$ cat src/rtl/fpwm_pkg.sv
package fpwm_pkg;
  localparam int DATA_W  = 32;
  localparam int CNT_W   = 16;
  localparam int PRE_W   = 12;
  localparam int REP_W   = 2;

  localparam logic [7:0] OFF_CTRL   = 8'h00;
  localparam logic [7:0] OFF_STATUS = 8'h04;
  localparam logic [7:0] OFF_SAMPLE = 8'h0C;
  localparam logic [7:0] OFF_PERIOD = 8'h10;

  localparam int BIT_EN   = 0;
  localparam int REP_LSB  = 1;
  localparam int BIT_SWR  = 3;
  localparam int PRE_LSB  = 4;
  localparam int CKS_LSB  = 16;
  localparam int MODE_LSB = 18;
  localparam int LP_LSB   = 22;

  localparam int ST_EMPTY = 3;
  localparam int ST_ROLL  = 4;
  localparam int ST_CMP   = 5;
  localparam int ST_WERR  = 6;

  localparam logic [CNT_W-1:0] PERIOD_RST = 16'hFFFE;

  typedef enum logic [1:0] {
    MODE_HIGH_FIRST = 2'd0,
    MODE_LOW_FIRST  = 2'd1,
    MODE_OFF_A      = 2'd2,
    MODE_OFF_B      = 2'd3
  } out_mode_e;

  typedef struct packed {
    logic [3:0]       lp;
    out_mode_e        mode;
    logic [1:0]       cks;
    logic [PRE_W-1:0] presc;
    logic [REP_W-1:0] rep;
    logic             en;
  } ctrl_t;

  function automatic ctrl_t word_to_ctrl(input logic [DATA_W-1:0] w);
    ctrl_t c;
    c.en    = w[BIT_EN];
    c.rep   = w[REP_LSB +: REP_W];
    c.presc = w[PRE_LSB +: PRE_W];
    c.cks   = w[CKS_LSB +: 2];
    c.mode  = out_mode_e'(w[MODE_LSB +: 2]);
    c.lp    = w[LP_LSB +: 4];
    return c;
  endfunction

  function automatic logic [DATA_W-1:0] ctrl_to_word(input ctrl_t c);
    logic [DATA_W-1:0] w;
    w = '0;
    w[BIT_EN]             = c.en;
    w[REP_LSB +: REP_W]   = c.rep;
    w[PRE_LSB +: PRE_W]   = c.presc;
    w[CKS_LSB +: 2]       = c.cks;
    w[MODE_LSB +: 2]      = c.mode;
    w[LP_LSB +: 4]        = c.lp;
    return w;
  endfunction
endpackage

$ cat src/rtl/fpwm_fifo.sv
module fpwm_fifo #(
  parameter int W     = 16,
  parameter int DEPTH = 4,
  localparam int PTR_W = (DEPTH > 1) ? $clog2(DEPTH) : 1,
  localparam int LVL_W = $clog2(DEPTH + 1)
) (
  input  logic             clk_i,
  input  logic             rst_ni,
  input  logic             flush_i,
  input  logic             push_i,
  input  logic [W-1:0]     wdata_i,
  input  logic             pop_i,
  output logic [W-1:0]     head_o,
  output logic [LVL_W-1:0] level_o,
  output logic             full_o,
  output logic             empty_o
);
  logic [W-1:0]     mem_q [DEPTH];
  logic [PTR_W-1:0] wptr_q, rptr_q;
  logic [LVL_W-1:0] level_q;
  logic             do_push, do_pop;

  function automatic logic [PTR_W-1:0] ptr_next(input logic [PTR_W-1:0] p);
    return (p == PTR_W'(DEPTH - 1)) ? '0 : p + 1'b1;
  endfunction

  assign full_o  = (level_q == LVL_W'(DEPTH));
  assign empty_o = (level_q == '0);
  assign do_push = push_i && !full_o && !flush_i;
  assign do_pop  = pop_i && !empty_o && !flush_i;
  assign head_o  = mem_q[rptr_q];
  assign level_o = level_q;

  always_ff @(posedge clk_i or negedge rst_ni) begin
    if (!rst_ni) begin
      wptr_q  <= '0;
      rptr_q  <= '0;
      level_q <= '0;
    end else if (flush_i) begin
      wptr_q  <= '0;
      rptr_q  <= '0;
      level_q <= '0;
    end else begin
      if (do_push) wptr_q <= ptr_next(wptr_q);
      if (do_pop)  rptr_q <= ptr_next(rptr_q);
      case ({do_push, do_pop})
        2'b10:   level_q <= level_q + 1'b1;
        2'b01:   level_q <= level_q - 1'b1;
        default: level_q <= level_q;
      endcase
    end
  end

  always_ff @(posedge clk_i) begin
    if (do_push) mem_q[wptr_q] <= wdata_i;
  end

  AST_NO_OVERFLOW: assert property (@(posedge clk_i) disable iff (!rst_ni)
    (push_i && full_o && !pop_i && !flush_i) |=> (level_q == LVL_W'(DEPTH)));
  AST_LEVEL_RANGE: assert property (@(posedge clk_i) disable iff (!rst_ni)
    level_q <= LVL_W'(DEPTH));
endmodule

$ cat src/rtl/fpwm_timebase.sv
module fpwm_timebase #(
  parameter int PRE_W = 12,
  parameter int CNT_W = 16
) (
  input  logic             clk_i,
  input  logic             rst_ni,
  input  logic             run_i,
  input  logic [PRE_W-1:0] presc_i,
  input  logic [CNT_W-1:0] period_i,
  output logic [CNT_W-1:0] cnt_o,
  output logic             wrap_o
);
  logic [PRE_W-1:0] pre_q;
  logic [CNT_W-1:0] cnt_q, pr_eff, last;
  logic             tick;

  // all-ones period folds onto all-ones minus one
  assign pr_eff = (&period_i) ? period_i - 1'b1 : period_i;
  assign last   = pr_eff + 1'b1;
  assign tick   = run_i && (pre_q == presc_i);
  assign wrap_o = tick && (cnt_q >= last);
  assign cnt_o  = cnt_q;

  always_ff @(posedge clk_i or negedge rst_ni) begin
    if (!rst_ni) begin
      pre_q <= '0;
      cnt_q <= '0;
    end else if (!run_i) begin
      pre_q <= '0;
      cnt_q <= '0;
    end else if (tick) begin
      pre_q <= '0;
      cnt_q <= (cnt_q >= last) ? '0 : cnt_q + 1'b1;
    end else begin
      pre_q <= pre_q + 1'b1;
    end
  end

  AST_IDLE_CLEAR: assert property (@(posedge clk_i) disable iff (!rst_ni)
    !run_i |=> (cnt_q == '0 && pre_q == '0));
  AST_CNT_WRAP: assert property (@(posedge clk_i) disable iff (!rst_ni)
    (wrap_o && run_i) |=> (cnt_q == '0));
endmodule

$ cat src/rtl/fpwm_seq.sv
module fpwm_seq #(
  parameter int W     = 16,
  parameter int REP_W = 2,
  localparam int RC_W = (1 << REP_W) - 1
) (
  input  logic             clk_i,
  input  logic             rst_ni,
  input  logic             clr_i,
  input  logic             en_i,
  input  logic             wrap_i,
  input  logic [REP_W-1:0] rep_sel_i,
  input  logic             empty_i,
  input  logic [W-1:0]     head_i,
  output logic             pop_o,
  output logic             run_o,
  output logic [W-1:0]     cur_o
);
  logic [RC_W-1:0] rep_q, rep_lim;
  logic [W-1:0]    cur_q;
  logic            run_q, last_rep, load;

  assign rep_lim  = RC_W'((32'd1 << rep_sel_i) - 32'd1);
  assign last_rep = (rep_q >= rep_lim);
  assign load     = en_i && !clr_i && (!run_q || (wrap_i && last_rep));
  assign pop_o    = load && !empty_i;
  assign run_o    = run_q;
  assign cur_o    = cur_q;

  always_ff @(posedge clk_i or negedge rst_ni) begin
    if (!rst_ni) begin
      run_q <= 1'b0;
      rep_q <= '0;
      cur_q <= '0;
    end else if (clr_i) begin
      run_q <= 1'b0;
      rep_q <= '0;
      cur_q <= '0;
    end else if (!en_i) begin
      run_q <= 1'b0;
      rep_q <= '0;
    end else begin
      run_q <= 1'b1;
      if (load) begin
        rep_q <= '0;
        if (!empty_i) cur_q <= head_i;
      end else if (wrap_i) begin
        rep_q <= rep_q + 1'b1;
      end
    end
  end

  AST_CUR_HOLD: assert property (@(posedge clk_i) disable iff (!rst_ni)
    (run_q && en_i && !clr_i && !wrap_i) |=> $stable(cur_q));
  AST_POP_BOUNDARY: assert property (@(posedge clk_i) disable iff (!rst_ni)
    (pop_o && run_q) |-> wrap_i);
endmodule

$ cat src/rtl/fifo_pwm.sv
module fifo_pwm
  import fpwm_pkg::*;
#(
  parameter int ADDR_W = 5,
  parameter int DEPTH  = 4,
  localparam int LVL_W = $clog2(DEPTH + 1)
) (
  input  logic              clk_i,
  input  logic              rst_ni,
  input  logic [ADDR_W-1:0] addr_i,
  input  logic              we_i,
  input  logic [31:0]       wdata_i,
  output logic [31:0]       rdata_o,
  output logic              pwm_o
);
  ctrl_t            ctrl_q;
  logic [CNT_W-1:0] period_q, cnt, cur, head;
  logic [LVL_W-1:0] level;
  logic             fe_q, roll_q, cmp_q, werr_q;
  logic             sel_ctrl, sel_stat, sel_smp, sel_per, swr, push_req;
  logic             fifo_full, fifo_empty, pop, run, wrap, active;

  assign sel_ctrl = we_i && (addr_i == ADDR_W'(OFF_CTRL));
  assign sel_stat = we_i && (addr_i == ADDR_W'(OFF_STATUS));
  assign sel_smp  = we_i && (addr_i == ADDR_W'(OFF_SAMPLE));
  assign sel_per  = we_i && (addr_i == ADDR_W'(OFF_PERIOD));
  assign swr      = sel_ctrl && wdata_i[BIT_SWR];
  assign push_req = sel_smp;

  always_ff @(posedge clk_i or negedge rst_ni) begin
    if (!rst_ni) begin
      ctrl_q   <= '0;
      period_q <= PERIOD_RST;
    end else if (swr) begin
      ctrl_q   <= '0;
      period_q <= PERIOD_RST;
    end else begin
      if (sel_ctrl) ctrl_q <= word_to_ctrl(wdata_i);
      if (sel_per)  period_q <= wdata_i[CNT_W-1:0];
    end
  end

  fpwm_fifo #(.W(CNT_W), .DEPTH(DEPTH)) u_fifo (
    .clk_i   (clk_i),
    .rst_ni  (rst_ni),
    .flush_i (swr),
    .push_i  (push_req),
    .wdata_i (wdata_i[CNT_W-1:0]),
    .pop_i   (pop),
    .head_o  (head),
    .level_o (level),
    .full_o  (fifo_full),
    .empty_o (fifo_empty)
  );

  fpwm_seq #(.W(CNT_W), .REP_W(REP_W)) u_seq (
    .clk_i     (clk_i),
    .rst_ni    (rst_ni),
    .clr_i     (swr),
    .en_i      (ctrl_q.en),
    .wrap_i    (wrap),
    .rep_sel_i (ctrl_q.rep),
    .empty_i   (fifo_empty),
    .head_i    (head),
    .pop_o     (pop),
    .run_o     (run),
    .cur_o     (cur)
  );

  fpwm_timebase #(.PRE_W(PRE_W), .CNT_W(CNT_W)) u_timebase (
    .clk_i    (clk_i),
    .rst_ni   (rst_ni),
    .run_i    (run),
    .presc_i  (ctrl_q.presc),
    .period_i (period_q),
    .cnt_o    (cnt),
    .wrap_o   (wrap)
  );

  // sticky flags: set beats write-one-to-clear
  always_ff @(posedge clk_i or negedge rst_ni) begin
    if (!rst_ni) begin
      fe_q   <= 1'b0;
      roll_q <= 1'b0;
      cmp_q  <= 1'b0;
      werr_q <= 1'b0;
    end else if (swr) begin
      fe_q   <= 1'b0;
      roll_q <= 1'b0;
      cmp_q  <= 1'b0;
      werr_q <= 1'b0;
    end else begin
      fe_q   <= fifo_empty             | (fe_q   & ~(sel_stat & wdata_i[ST_EMPTY]));
      roll_q <= wrap                   | (roll_q & ~(sel_stat & wdata_i[ST_ROLL]));
      cmp_q  <= (run && cnt == cur)    | (cmp_q  & ~(sel_stat & wdata_i[ST_CMP]));
      werr_q <= (push_req & fifo_full) | (werr_q & ~(sel_stat & wdata_i[ST_WERR]));
    end
  end

  assign active = (cnt < cur);

  always_comb begin
    pwm_o = 1'b0;
    if (ctrl_q.en && run) begin
      case (ctrl_q.mode)
        MODE_HIGH_FIRST: pwm_o = active;
        MODE_LOW_FIRST:  pwm_o = !active;
        default:         pwm_o = 1'b0;
      endcase
    end
  end

  always_comb begin
    rdata_o = '0;
    case (addr_i)
      ADDR_W'(OFF_CTRL):   rdata_o = ctrl_to_word(ctrl_q);
      ADDR_W'(OFF_STATUS): begin
        rdata_o[LVL_W-1:0] = level;
        rdata_o[ST_EMPTY]  = fe_q;
        rdata_o[ST_ROLL]   = roll_q;
        rdata_o[ST_CMP]    = cmp_q;
        rdata_o[ST_WERR]   = werr_q;
      end
      ADDR_W'(OFF_SAMPLE): rdata_o[CNT_W-1:0] = ctrl_q.en ? cur : '0;
      ADDR_W'(OFF_PERIOD): rdata_o[CNT_W-1:0] = period_q;
      default:             rdata_o = '0;
    endcase
  end

  AST_OFF_LOW: assert property (@(posedge clk_i) disable iff (!rst_ni)
    !ctrl_q.en |-> !pwm_o);
  AST_MODE_OFF: assert property (@(posedge clk_i) disable iff (!rst_ni)
    ctrl_q.mode[1] |-> !pwm_o);
  AST_SWR_CLEARS: assert property (@(posedge clk_i) disable iff (!rst_ni)
    swr |=> (ctrl_q == '0 && level == '0 && period_q == PERIOD_RST && !werr_q));
  AST_WERR_SET: assert property (@(posedge clk_i) disable iff (!rst_ni)
    (push_req && fifo_full && !swr) |=> werr_q);
endmodule

$ cat config.mk
export PLATFORM = sky130hd
export DESIGN_NAME = fifo_pwm
export DESIGN_NICKNAME = d
export VERILOG_FILES = /design/src/rtl/fpwm_pkg.sv /design/src/rtl/fpwm_fifo.sv /design/src/rtl/fpwm_timebase.sv /design/src/rtl/fpwm_seq.sv /design/src/rtl/fifo_pwm.sv
export SDC_FILE = /design/constraint.sdc
export NUM_CORES = 1
export LEC_CHECK = 0
export ABC_CLOCK_PERIOD_IN_PS = 7680
export CAP_MARGIN = 30
export CORE_MARGIN = 10
export CORE_UTILIZATION = 35
export CTS_CLUSTER_SIZE = 16
export DETAILED_ROUTE_END_ITERATION = 8
export DONT_BUFFER_PORTS = 1
export SLEW_MARGIN = 40
export SYNTH_ARGS = -nofsm -noshare
export SYNTH_HDL_FRONTEND = slang
export SYNTH_SLANG_ARGS = --single-unit
$ cat constraint.sdc
create_clock -name clk_i -period 7.68 [get_ports clk_i]
set_clock_uncertainty 0.05 [all_clocks]
set_input_delay 1.536 -clock clk_i [delete_from_list [all_inputs] [get_ports clk_i]]
set_output_delay 1.536 -clock clk_i [all_outputs]
set_load 0.1 [all_outputs]
==> impl_metrics.tcl <==
set metrics [dict create \
    status "finished clean" \
    worstPathMaxFanout 32 \
    synth_seq_cells 162 \
    synth_cells 812 \
    clk_path_buf_depth 2 \
    ant_nets 0 \
    dieArea_sq_um 31520 \
    utilization_pct 39.64 \
    fin_cells 1134 \
    path_clk_slew_ns 0.07 \
    num_vias 5901 \
    numPortBuffers 0 \
    drc 0 \
    reg2reg_slack_ns 2.70 \
    postCtsHoldBufs 0 \
    clkPwrFrac_pct 32.7 \
    min_from "ctrl_q[21]" \
    cts_tree "done" \
    antenna_found_initial 0 \
    grt_use_total_pct 13.72 \
    gr-total-overflow 0 \
    cts_buffers 17 \
    placedCellCount 1102 \
    relSlewSlack_pct 48.69 \
    timing.fmax_ghz 0.2010 \
    critPathLaunchType "flip-flop" \
    cts_resized 0 \
    hold_path_depth 2 \
    placementRows 57 \
    setup_viol 0 \
    drt-pass1-iter-count 4 \
    antenna_cells 0 \
    switching_power_mw 0.8191 \
    nNetsFinal 884 \
    grt_pass1_vias 5763 \
    synth_simple_gate_area_share_pct 16.90 \
    synth_area_sq_um 8686 \
    p_comb_share_pct 20.7 \
    cp-end-kind "flip-flop" \
    ys_top_cells_by_area "dfrtp_1 24%, edfxtp_1 22%, ha_1 6.6%" \
    synth_xor_area_share_pct 3.731 \
    crit_required_ns 7.95 \
    synth_compound_area_share_pct 10.90 \
    setup_tns_ns 0 \
    cts_max_level 4 \
    core_sq_um 24390 \
    synth_cell_types 65 \
    leakage_nw 3.971 \
    synth_top_area_share_pct 23.91 \
    seq_power_share_pct 46.6 \
    min_to "ctrl_q[21]" \
    hold_violations 0 \
    synth_warnings 0 \
    period_share_pct 64.80 \
    synth.avg_cell_area_sq_um 10.70 \
    arrival_ns 5.24 \
    grt_pass1_wl_mm 33.67 \
    synth_top_family_by_area "simple AND/OR/NAND/NOR gates" \
    synth_top_area_cell "dfrtp_1" \
    clk_latency_ns 0.43 \
    yosys.area_share.adder_pct 6.857 \
    dp_hpwl_mm 15.27 \
    start_util_pct 35.61 \
    r2r-end "u_fifo.level_o[0]" \
    wl_mm 21.30 \
    rsz0062_at_grt "no" \
    power_mw 2.513 \
    r2r_cells 17 \
    critical_path_class "flip-flop to flip-flop" \
    p_int_mw 1.694 \
    via_per_inst 5.204 \
    cap_violations 0 \
    drive_gt1_share_pct 13.83 \
    tightest_slew_ns 0.7697 \
    die_w_um 177.5 \
    fp.dieH_um 177.5 \
    wire_per_inst_um 18.78 \
    areaGrowthSynthToFinish_pct 11.32 \
    grt_max_degree 99 \
    synthMuxAreaShare_pct 6.698 \
    gp_congestion 0.8904 \
    synth_seq_area_share_pct 50.58 \
    clockRootBuffer "clkbuf_16" \
    ys.flop_type "dfrtp_1" \
    cts.sinks 162 \
    switching_share_pct 32.59 \
    peakVddDrop_mv 0.1540 \
    io_pins 73 \
    drtIter0Drc 292 \
    async_reset_ff_share_pct 60.49 \
    synth_edf_count 64 \
    worstReg2RegStart "period_q[1]" \
    post-cts-setup-buffer-count 0 \
    worstHoldPathType "flip-flop to flip-flop" \
    power.density_nw_per_um2 259.9 \
    drv_slew 0 \
    layout_min_cycle_time_ns 4.976 \
]
layer usage:
layer / track usage, % / up-vias / wire (um)
met5: 0 / - / 0
met4: 3.473 / 0 / 279
met3: 3.357 / 22 / 1070
met2: 21.88 / 125 / 10060
met1: 18.31 / 2898 / 9881
li1: - / 2856 / -
sequential cells by signal, indices dropped and copies added (netlist names):
signal / flops
u_fifo.mem_q: 64
u_seq.run_o: 1
period_q: 16
werr_q: 1
u_fifo.wptr_q: 2
roll_q: 1
u_seq.rep_q: 3
u_timebase.pre_q: 12
fe_q: 1
u_timebase.cnt_o: 16
u_seq.cur_o: 16
cmp_q: 1
u_fifo.level_o: 3
u_fifo.rptr_q: 2
ctrl_q: 23
area by class of cell:
cell class,count,area [sq um]
Clock buffer,18,429.2
Multi-Input combinational cell,573,4081
Inverter,35,131.4
Timing Repair Buffer,8,83.83
Sequential cell,162,4394
Clock inverter,14,143.9
Tap cell,324,405.4
Fill cell,2382,14720
worst max-delay path by stage:
stage / endpoint / from
after floorplan: rdata_o[10] / addr_i[4]
after global placement: rdata_o[5] / addr_i[4]
after detailed placement: u_fifo.level_o[0] / period_q[1]
after CTS: u_fifo.level_o[0] / period_q[8]
after global routing: u_fifo.level_o[0] / period_q[0]
final: u_fifo.level_o[0] / period_q[1]
synth_stat cells (all sizes together), types with 19 or more instances:
| master | count |
|---|---|
| nand2b | 31 |
| edfxtp | 64 |
| o21ai | 62 |
| dfrtp | 83 |
| buf | 19 |
| o31ai | 20 |
| nand2 | 119 |
| nand3 | 34 |
| mux2i | 21 |
| ha | 46 |
| inv | 35 |
| nor2 | 37 |
| xor2 | 32 |
| clkbuf | 30 |
placed cells by master (no fill, tap or decap), drive strengths merged, types with 7 or more instances in the layout:
cell | netlist | final
ha | 46 | 46
nor3 | 7 | 7
and3 | 17 | 17
clkbuf | 30 | 18
nand2 | 119 | 119
nand3 | 34 | 34
a21oi | 18 | 18
edfxtp | 64 | 64
conb | 1 | 8
mux2i | 21 | 21
inv | 35 | 43
nand4 | 12 | 12
o31ai | 20 | 20
nor2 | 37 | 37
xor2 | 32 | 32
and2 | 13 | 13
buf | 19 | 8
mux4 | 16 | 16
dfrtp | 83 | 83
dfstp | 15 | 15
nand2b | 31 | 31
o21ai | 62 | 62
metrics by stage:
stage | hold WS (ns) | worst slack, ns | instance area, sq um
after floorplan | 0.3918 | 1.472 | 8712
after global placement | 0.4053 | 2.495 | 8987
after detailed placement | 0.4125 | 2.744 | 9090
after CTS | 0.4273 | 2.706 | 9663
after global routing | 0.4606 | 2.361 | 9669
final | 0.4222 | 2.704 | 9669
power groups by stage:
stage	Clock, mW	Combinational (mW)	Sequential [mW]
after floorplan	0	0.474	1.10
after global placement	0	0.501	1.19
after detailed placement	0	0.518	1.19
after CTS	0.838	0.522	1.17
after global routing	0.878	0.588	1.19
final	0.823	0.519	1.17
critical path: stages, from the launching register on:
cell and delay, ns:
dfstp_2 0.60, ha_1 0.21, nand3_1 0.08, nor2_1 0.09, nand4_1 0.25, xnor2_1 0.31
ha_1 0.23, o21a_1 0.26, nand2_1 0.10, xor2_1 0.15, ha_1 0.30, nand4_1 0.15
or3_1 0.48, o21a_1 0.30, nor3_4 0.46, buf_4 0.43, xor2_1 0.14, mux2_2 0.28
kinds of logic after synthesis:
kind of cell | count (synthesis)
simple gates | 296
xor+xnor | 37
fa+ha+maj | 47
compound gates | 147
buf+inv | 84
flops | 162
other cells | 1
mux | 38
(Power assumes the default switching activity.)
